$ cat src/rtl/evirq_pkg.sv
package evirq_pkg;
    localparam int unsigned WORD_W    = 32;
    localparam int unsigned NUM_LINES = 13;
    localparam int unsigned ADDR_W    = 10;

    // Source bit positions of the named events
    localparam int unsigned B_HBEAT   = 31;
    localparam int unsigned B_RXBAB   = 30;
    localparam int unsigned B_TXBAB   = 29;
    localparam int unsigned B_STOPPED = 28;
    localparam int unsigned B_TXFRM   = 27;
    localparam int unsigned B_TXBUF   = 26;
    localparam int unsigned B_RXFRM   = 25;
    localparam int unsigned B_RXBUF   = 24;
    localparam int unsigned B_MGMT    = 23;
    localparam int unsigned B_BUSERR  = 22;
    localparam int unsigned B_LATECOL = 21;
    localparam int unsigned B_RETRY   = 20;
    localparam int unsigned B_UNDER   = 19;

    // Fixed line -> source bit table
    function automatic int unsigned line_src(input int unsigned line);
        case (line)
            0:       return B_TXFRM;
            1:       return B_TXBUF;
            2:       return B_UNDER;
            3:       return B_RETRY;
            4:       return B_RXFRM;
            5:       return B_RXBUF;
            6:       return B_MGMT;
            7:       return B_LATECOL;
            8:       return B_HBEAT;
            9:       return B_STOPPED;
            10:      return B_BUSERR;
            11:      return B_TXBAB;
            default: return B_RXBAB;
        endcase
    endfunction

    typedef struct packed {
        logic [WORD_W-1:0] flags;
        logic [WORD_W-1:0] mask;
    } evreg_t;
endpackage

$ cat src/rtl/evirq_regs.sv
module evirq_regs #(
    parameter int unsigned WORD_W   = 32,
    parameter int unsigned ADDR_W   = 10,
    parameter int unsigned FLAG_OFS = 'h004,
    parameter int unsigned MASK_OFS = 'h008
) (
    input  logic              clk,
    input  logic              rst_n,
    input  logic              wr_en,
    input  logic [ADDR_W-1:0] wr_addr,
    input  logic [WORD_W-1:0] wr_data,
    input  logic [WORD_W-1:0] evt_set,
    output logic [WORD_W-1:0] flags_q,
    output logic [WORD_W-1:0] mask_q
);
    localparam logic [ADDR_W-1:0] FLAG_A = ADDR_W'(FLAG_OFS);
    localparam logic [ADDR_W-1:0] MASK_A = ADDR_W'(MASK_OFS);

    typedef struct packed {
        logic [WORD_W-1:0] flags;
        logic [WORD_W-1:0] mask;
    } state_t;

    state_t st_d, st_q;

    always_comb begin
        logic [WORD_W-1:0] clr;
        st_d = st_q;
        clr  = (wr_en && wr_addr == FLAG_A) ? wr_data : '0;
        // set has priority over clear on the same bit
        st_d.flags = (st_q.flags & ~clr) | evt_set;
        if (wr_en && wr_addr == MASK_A) begin
            st_d.mask = wr_data;
        end
    end

    always_ff @(posedge clk) begin
        if (!rst_n) begin
            st_q <= '0;
        end else begin
            st_q <= st_d;
        end
    end

    assign flags_q = st_q.flags;
    assign mask_q  = st_q.mask;

    assert_clear_R3: assert property (@(posedge clk) disable iff (!rst_n)
        (wr_en && wr_addr == FLAG_A) |=>
            ((flags_q & $past(wr_data) & ~$past(evt_set)) == '0));

    assert_keep_R3: assert property (@(posedge clk) disable iff (!rst_n)
        (wr_en && wr_addr == FLAG_A) |=>
            ((flags_q & ~$past(wr_data)) == ($past(flags_q) & ~$past(wr_data))
             | ($past(evt_set) & ~$past(wr_data))));

    assert_set_wins_R8: assert property (@(posedge clk) disable iff (!rst_n)
        (evt_set != '0) |=> ((flags_q & $past(evt_set)) == $past(evt_set)));

    assert_mask_load_R4: assert property (@(posedge clk) disable iff (!rst_n)
        (wr_en && wr_addr == MASK_A) |=> (mask_q == $past(wr_data)));

    assert_idle_hold_R5: assert property (@(posedge clk) disable iff (!rst_n)
        (!wr_en && evt_set == '0) |=> ($stable(flags_q) && $stable(mask_q)));
endmodule

$ cat src/rtl/evirq_lines.sv
module evirq_lines #(
    parameter int unsigned WORD_W    = 32,
    parameter int unsigned NUM_LINES = 13
) (
    input  logic                 clk,
    input  logic                 rst_n,
    input  logic [WORD_W-1:0]    active,
    output logic [NUM_LINES-1:0] irq_q
);
    typedef struct packed {
        logic [NUM_LINES-1:0] line;
    } lstate_t;

    lstate_t ls_d, ls_q;
    logic [NUM_LINES-1:0] mapped;

    for (genvar i = 0; i < NUM_LINES; i++) begin : g_map
        localparam int unsigned SRC = evirq_pkg::line_src(i);
        assign mapped[i] = active[SRC];

        assert_line_follow_R6: assert property (@(posedge clk) disable iff (!rst_n)
            1'b1 |=> (irq_q[i] == $past(active[SRC])));
    end

    always_comb begin
        ls_d = ls_q;
        for (int i = 0; i < NUM_LINES; i++) begin
            // a line moves only when its own active bit differs
            if (mapped[i] != ls_q.line[i]) begin
                ls_d.line[i] = mapped[i];
            end
        end
    end

    always_ff @(posedge clk) begin
        if (!rst_n) begin
            ls_q <= '0;
        end else begin
            ls_q <= ls_d;
        end
    end

    assign irq_q = ls_q.line;

    assert_line_lag_R7: assert property (@(posedge clk) disable iff (!rst_n)
        $stable(active) |=> $stable(irq_q));
endmodule

$ cat src/rtl/event_irq_fanout.sv
module event_irq_fanout #(
    parameter int unsigned WORD_W    = evirq_pkg::WORD_W,
    parameter int unsigned ADDR_W    = evirq_pkg::ADDR_W,
    parameter int unsigned NUM_LINES = evirq_pkg::NUM_LINES,
    parameter int unsigned FLAG_OFS  = 'h004,
    parameter int unsigned MASK_OFS  = 'h008
) (
    input  logic                 clk,
    input  logic                 rst_n,
    input  logic                 wr_en,
    input  logic [ADDR_W-1:0]    wr_addr,
    input  logic [WORD_W-1:0]    wr_data,
    input  logic [ADDR_W-1:0]    rd_addr,
    output logic [WORD_W-1:0]    rd_data,
    input  logic [WORD_W-1:0]    evt_set,
    output logic [NUM_LINES-1:0] irq_line
);
    localparam logic [ADDR_W-1:0] FLAG_A = ADDR_W'(FLAG_OFS);
    localparam logic [ADDR_W-1:0] MASK_A = ADDR_W'(MASK_OFS);

    logic [WORD_W-1:0] flags_q, mask_q, active;

    evirq_regs #(
        .WORD_W(WORD_W), .ADDR_W(ADDR_W),
        .FLAG_OFS(FLAG_OFS), .MASK_OFS(MASK_OFS)
    ) u_regs (
        .clk(clk), .rst_n(rst_n), .wr_en(wr_en), .wr_addr(wr_addr),
        .wr_data(wr_data), .evt_set(evt_set),
        .flags_q(flags_q), .mask_q(mask_q)
    );

    assign active = flags_q & mask_q;

    evirq_lines #(.WORD_W(WORD_W), .NUM_LINES(NUM_LINES)) u_lines (
        .clk(clk), .rst_n(rst_n), .active(active), .irq_q(irq_line)
    );

    always_comb begin
        case (rd_addr)
            FLAG_A:  rd_data = flags_q;
            MASK_A:  rd_data = mask_q;
            default: rd_data = '0;
        endcase
    end

    assert_reset_R1: assert property (@(posedge clk)
        !rst_n |=> (flags_q == '0 && mask_q == '0 && irq_line == '0));
endmodule

$ cat config.mk
export PLATFORM = sky130hd
export DESIGN_NAME = event_irq_fanout
export DESIGN_NICKNAME = d
export VERILOG_FILES = /design/src/rtl/evirq_pkg.sv /design/src/rtl/evirq_regs.sv /design/src/rtl/evirq_lines.sv /design/src/rtl/event_irq_fanout.sv
export SDC_FILE = /design/constraint.sdc
export NUM_CORES = 1
export LEC_CHECK = 0
export ABC_AREA = 1
export ABC_CLOCK_PERIOD_IN_PS = 1900
export BUFFER_PORTS_ARGS = -buffer_cell sky130_fd_sc_hd__buf_2
export CAP_MARGIN = 20
export CORE_ASPECT_RATIO = 1.5
export CORE_MARGIN = 2
export CORE_UTILIZATION = 55
export DETAILED_ROUTE_END_ITERATION = 12
export PLACE_DENSITY_LB_ADDON = 0.25
export SETUP_SLACK_MARGIN = 0.5
export SLEW_MARGIN = 20
export SYNTH_ARGS = -nofsm -noshare
export SYNTH_HDL_FRONTEND = slang
export SYNTH_HIERARCHICAL = 1
export SYNTH_SLANG_ARGS = --single-unit
$ cat constraint.sdc
create_clock -name clk -period 1.9 [get_ports clk]
set_input_delay 0 -clock clk [delete_from_list [all_inputs] [get_ports clk]]
set_output_delay 0 -clock clk [all_outputs]
set_load 0.1 [all_outputs]
==> results.cfg, run 1 <==
[cells_and_area]
final_nets = 862
fillCellCount = 414
final_common_cell = nand3_1
final_util_pct = 83.5
layout.cells.non_filler = 856
final_cell_mix = 129 x nand3_1, 125 x nand2_1, 104 x buf_2, 99 x inv_1, 77 x dfxtp_1
drive_above_1_share_pct = 22.4
syn_to_final_growth_pct = 49.0
antenna_cells = 0

[cts]
cts_tree = built
htreeDepth = 3
clock-sinks = 77
numCtsBuffers = 9
clockBufferDepth = 2
clkTransAtPathRegs_ns = 0.07
root_buffer = clkbuf_8
insertion_delay_ns = 0.34

[critical_path]
worstPathRequired_ns = 1.90
criticalPathCategory = in -> out
worst_r2r_path_depth = 3
endpoint_kind = primary output
reg2reg_to = u_regs/flags_q[15]
rr_startpoint = u_regs/flags_q[15]
arrival_ns = 1.39
crit_path_max_fanout = 8
startpoint_type = input port
rrSetupSlack_ns = 0.71

[route]
antenna_left = 0
vias = 4427
first_iter_violations = 326
drt-pass1-iter-count = 5
routedWlPerCell_um = 14.4
drc_errors = 0
vias_per_cell = 5.17
wl_mm = 12.3

[die]
dieArea_mm2 = 0.00757
num_rows = 37
die_w_um = 71.7
io_pins = 132
start_util_pct = 56.0
coreArea_mm2 = 0.00676
die_h_um = 106

[power]
powerDensity_mw_per_mm2 = 585
ir_drop_uv = 431
leakage_nw = 3.10

[synthesis]
postSynthAreaPerCell_um2 = 6.54
postSynthCellCount = 579
yosysWarnings = 6
synthesis.nets = 666
syn_area_mm2 = 0.00378

[placed_design]
place_inst = 768
hpwl_mm = 6.74
globalplace.congestion = 0.807
io_buffers = 131

[timing]
clock_skew_ns = 0.00630
drv_slew = 0
final.period_utilization_pct = 73.1
setup_tns_ns = 0
slew_headroom_pct = 57.2
finalHoldViolCount = 0
hold_ws_ns = 0.231
min_period_ns = 1.39
rsz0062_at_grt = false
max_freq_ghz = 0.720
tightest_slew_ns = 0.642
setup_viol = 0

[grt]
grt_pass1_wl_mm = 19.2
grt_max_degree = 46
antenna_found_initial = 0
grt_pass1_vias = 4411
grt_usage_pct = 32.1
overflow = 0

[worst_hold_path]
hold_depth = 4
whs_endpoint = u_regs/mask_q[6]
min_path_type = in -> reg
hp-start = rst_n

[flow_run]
drv_cap = 0

[outcome]
status = completed
critical path, stage by stage:
cell     delay [ns]
buf_2          0.11
nor2_1         0.18
nand2_2        0.17
nor2_8         0.21
buf_4          0.15
nand3_1        0.05
nand2_1        0.08
buf_2          0.43
repair_timing:
action / in CTS / in global routing
hold buffers: 69 / 0
gates resized for setup: 10 / 5
setup buffers: 0 / 4
cloned: 0 / 1
endpoints found under the hold margin: 56 / 0
pin swaps: 0 / 2
endpoints found under the setup margin: 11 / 24
worst max path at each step:
stage / startpoint / endpoint / cells past startpoint
2_1_floorplan: rd_addr[9] / rd_data[14] / 6
3_3_place_gp: rd_addr[9] / rd_data[20] / 8
3_5_place_dp: rd_addr[5] / rd_data[21] / 8
4_1_cts: rd_addr[5] / rd_data[4] / 9
5_1_grt: rd_addr[9] / rd_data[26] / 8
6_report: rd_addr[9] / rd_data[26] / 8
metrics by stage:
step,total power [mW],setup slack [ns],area [µm²]
after global placement,2.01,0.482,4690
after CTS,3.29,0.496,5580
after floorplan,1.87,0.624,3780
after detailed placement,2.02,0.451,4690
final,3.30,0.510,5640
after global routing,3.42,0.437,5640
registers in the layout, summed over array words and instances (netlist names):
name,count
u_regs/flags_q,32
u_regs/mask_q,32
u_lines/irq_q,13
layer usage:
| layer | wire length, µm | track usage [%] | vias up |
|---|---|---|---|
| met5 | 0 | 0 | - |
| met4 | 412 | 16.4 | 0 |
| met3 | 806 | 5.54 | 40 |
| met2 | 6550 | 58.9 | 223 |
| met1 | 4560 | 34.0 | 1996 |
| li1 | - | - | 2168 |
report_power, final:
group          leakage (nW)  switching (mW)  internal [mW]  total, mW
Combinational          2.37           0.210          0.222      0.432
Sequential            0.631          0.0320           1.66       1.69
Clock                0.0923           0.548          0.628       1.18
final cells by class:
type | instances | area (µm²) | area share, %
multi-input combinational | 369 | 1650 | 29.2
sequential | 77 | 1540 | 27.3
inverter | 99 | 372 | 6.59
clock buffer | 12 | 145 | 2.57
timing repair buffer | 219 | 1800 | 31.9
tap | 78 | 97.6 | 1.73
clock inverter | 2 | 35.0 | 0.621
Note: power is estimated with default switching activity, not from simulation.
==> run 2, diff against run 1 <==
--- a/config.mk
+++ b/config.mk
@@ -6,12 +6,12 @@
 export NUM_CORES = 1
 export LEC_CHECK = 0
 export ABC_AREA = 1
-export ABC_CLOCK_PERIOD_IN_PS = 1900
+export ABC_CLOCK_PERIOD_IN_PS = 1400
 export BUFFER_PORTS_ARGS = -buffer_cell sky130_fd_sc_hd__buf_2
 export CAP_MARGIN = 20
 export CORE_ASPECT_RATIO = 1.5
 export CORE_MARGIN = 2
-export CORE_UTILIZATION = 55
+export CORE_UTILIZATION = 51
 export DETAILED_ROUTE_END_ITERATION = 12
 export PLACE_DENSITY_LB_ADDON = 0.25
 export SETUP_SLACK_MARGIN = 0.5
==> constraint.sdc (replaced) <==
create_clock -name clk -period 1.4 [get_ports clk]
set_input_delay 0 -clock clk [delete_from_list [all_inputs] [get_ports clk]]
set_output_delay 0 -clock clk [all_outputs]
set_load 0.1 [all_outputs]
==> run 2 against run 1 <==
  * The run now fails in global routing
  * Synthesized cell count stayed put
  * Area after synthesis is the same
==> results.cfg, run 2 <==
[die]
io_pins = 132
die_h_um = 110
die_w_um = 74.3
start_util_pct = 52.4
num_rows = 38

[synthesis]
synthesis.nets = 666
postSynthAreaPerCell_um2 = 6.54
syn_area_mm2 = 0.00378
postSynthCellCount = 579
yosysWarnings = 6

[cts]
root_buffer = clkbuf_8
clockBufferDepth = 2
numCtsBuffers = 9
htreeDepth = 3

[placed_design]
io_buffers = 131
hpwl_mm = 7.24
globalplace.congestion = 0.817

[outcome]
error = [ERROR GRT-0232] Routing congestion too high. Check the congestion heatmap in the GUI.
status = did not finish
failed_stage = global routing

[timing]
endpoint_type = output port
postGrtWorstEndpoint = rd_data[17]

[grt]
overflow = 36
grt_usage_pct = 73.0
antenna_found_initial = 1
grt_max_degree = 33
[run 2: layer usage]
layer | overflow | track usage [%]
met1 | 1 | 73.4
met2 | 15 | 92.0
met3 | 0 | 53.6
met4 | 19 | 73.7
met5 | 1 | 2.78
[run 2: timing repair]
action | 4_1_cts
gates resized for setup | 115
pin swaps | 10
cloned | 5
setup buffers | 5
hold endpoints to repair | 54
setup endpoints to repair | 45
hold buffers | 63
[run 2: through the flow]
stage / instance area, µm² / cells / util (%) / worst slack (ns) / hold WS, ns
after detailed placement: 5270 / 788 / 72.9 / 0.152 / 0.246
after CTS: 6720 / 876 / 92.9 / 0.278 / 0.00712
after floorplan: 4060 / 579 / - / 0.485 / 0.0976
after global placement: 5270 / 788 / 72.9 / 0.229 / 0.239
==> run 3, diff against run 2 <==
--- a/config.mk
+++ b/config.mk
@@ -9,12 +9,10 @@
 export ABC_CLOCK_PERIOD_IN_PS = 1400
 export BUFFER_PORTS_ARGS = -buffer_cell sky130_fd_sc_hd__buf_2
 export CAP_MARGIN = 20
-export CORE_ASPECT_RATIO = 1.5
 export CORE_MARGIN = 2
-export CORE_UTILIZATION = 51
+export CORE_UTILIZATION = 40
 export DETAILED_ROUTE_END_ITERATION = 12
-export PLACE_DENSITY_LB_ADDON = 0.25
-export SETUP_SLACK_MARGIN = 0.5
+export PLACE_DENSITY_LB_ADDON = 0.15
 export SLEW_MARGIN = 20
 export SYNTH_ARGS = -nofsm -noshare
 export SYNTH_HDL_FRONTEND = slang
==> run 3 against run 2 <==
  * The run now ends clean
==> results.cfg, run 3 (same netlist as run 1, synthesis figures left out) <==
[outcome]
status = completed

[grt]
overflow = 0
grt_pass1_wl_mm = 19.2
busiest_layer = met2
antenna_found_initial = 0
grt_usage_pct = 23.1
grtUsageMet3_pct = 3.31
use_met2_pct = 41.4
met1_usage_pct = 28.6
grt_max_degree = 65
grt_pass1_vias = 4291

[placed_design]
io_buffers = 131
hpwl_mm = 6.85
globalplace.congestion = 0.766
place_inst = 798
placed_area_mm2 = 0.00500
pre_cts_slack_ns = 0.218

[timing]
setup_viol = 0
clock_skew_ns = 0.00712
finalHoldViolCount = 0
drv_slew = 0
slew_headroom_pct = 67.6
min_period_ns = 1.30
tightest_slew_ns = 0.489
timing.final.ws_setup_ns = 0.104
rsz0062_at_grt = false
max_freq_ghz = 0.771
hold_ws_ns = 0.0113
setup_tns_ns = 0
final.period_utilization_pct = 92.6

[cts]
numCtsBuffers = 9
insertion_delay_ns = 0.35
clockBufferDepth = 2
htreeDepth = 3
clock-sinks = 77
root_buffer = clkbuf_8
clkTransAtPathRegs_ns = 0.08
cts_tree = built

[route]
vias = 4325
routedWlPerCell_um = 13.0
first_iter_violations = 146
drc_errors = 0
vias_per_cell = 4.78
antenna_left = 0
wl_mm = 11.7
drt-pass1-iter-count = 4

[power]
powerDensity_mw_per_mm2 = 806
clkPwrFrac_pct = 41.3
pwr-share-comb_pct = 12.6
ir_drop_uv = 560
swShare_pct = 23.8
power_mw = 4.99
leakage_nw = 3.26
seqPwrFrac_pct = 46.1
power.internal_mw = 3.80
p_sw_mw = 1.18

[cells_and_area]
fillCellCount = 784
antenna_cells = 0
final_nets = 875
syn_to_final_growth_pct = 63.4
final_cell_mix = 129 x nand3_1, 127 x nand2_1, 99 x inv_1, 99 x buf_2, 86 x dlygate4sd3_1
regArea_mm2 = 0.00154
multiInputGateArea_mm2 = 0.00164
fin_area_mm2 = 0.00618
drive_above_1_share_pct = 21.9
final_common_cell = nand3_1
layout.cells.non_filler = 904
final_util_pct = 67.2

[die]
dieArea_mm2 = 0.0103
num_rows = 35
start_util_pct = 41.2
die_w_um = 101
die_h_um = 101
coreArea_mm2 = 0.00920
io_pins = 132

[worst_hold_path]
min_path_type = in -> reg

[critical_path]
arrival_ns = 1.53
endpoint_kind = flip-flop
path_delay_family = buffers and inverters
cpPeakStageDelay_ns = 0.57
worstPathRequired_ns = 1.63
crit_slowest_cell = dlygate4sd3_1
criticalPathCategory = in -> reg
crit_path_cell_trace = buf_2, nor2_2, nand2_2, nor2_4, clkbuf_16, nand3_1, nand2_1, a21oi_1, dlygate4sd3_1
cp.buffers_inverters = 3
startpoint_type = input port
crit_path_max_fanout = 8

[flow_run]
drv_cap = 0
[run 3: area by class of cell]
class	instances	share of cell area (%)
Clock buffer	9	2.00
Timing Repair Buffer	233	36.3
Clock inverter	7	1.98
Sequential cell	77	24.9
Tap cell	111	2.25
Multi-Input combinational cell	368	26.5
Inverter	99	6.01
[run 3: power groups by stage]
| stage | logic (mW) | registers (mW) | clock network, mW |
|---|---|---|---|
| 2_1_floorplan | 0.206 | 2.34 | 0 |
| 3_3_place_gp | 0.402 | 2.34 | 0 |
| 3_5_place_dp | 0.408 | 2.35 | 0 |
| 4_1_cts | 0.614 | 2.30 | 2.08 |
| 5_1_grt | 0.695 | 2.31 | 2.17 |
| 6_report | 0.629 | 2.30 | 2.06 |
[run 3: path summary, 6_finish.rpt]
| check | from | end | slack (ns) | cells past startpoint |
|---|---|---|---|---|
| worst max-delay path | wr_addr[9] | u_regs/flags_q[26] | 0.10 | 9 |
| worst min-delay path | wr_data[31] | u_regs/mask_q[31] | 0.01 | 5 |
| worst max register to register | u_regs/flags_q[19] | u_regs/flags_q[19] | 0.22 | 3 |
| worst min register to register | u_regs/flags_q[9] | u_regs/flags_q[9] | 0.48 | 2 |
[run 3: per-layer routing]
metal | up-vias | share of wire (%)
met5 | - | 0
met4 | 0 | 0.90
met3 | 11 | 6.6
met2 | 147 | 49
met1 | 1971 | 43
li1 | 2196 | -
[run 3: worst register-to-register path: stages, from the launching register on]
cell           delay [ns]
dfxtp_1              0.37
nand2_1              0.06
a21oi_1              0.10
dlygate4sd3_1        0.58
[run 3: timing repair]
item                       CTS  global route
gates resized for setup      0             3
hold buffers                87             0
setup buffers                0             1
hold endpoints to repair    55             0
setup endpoints to repair    0            18
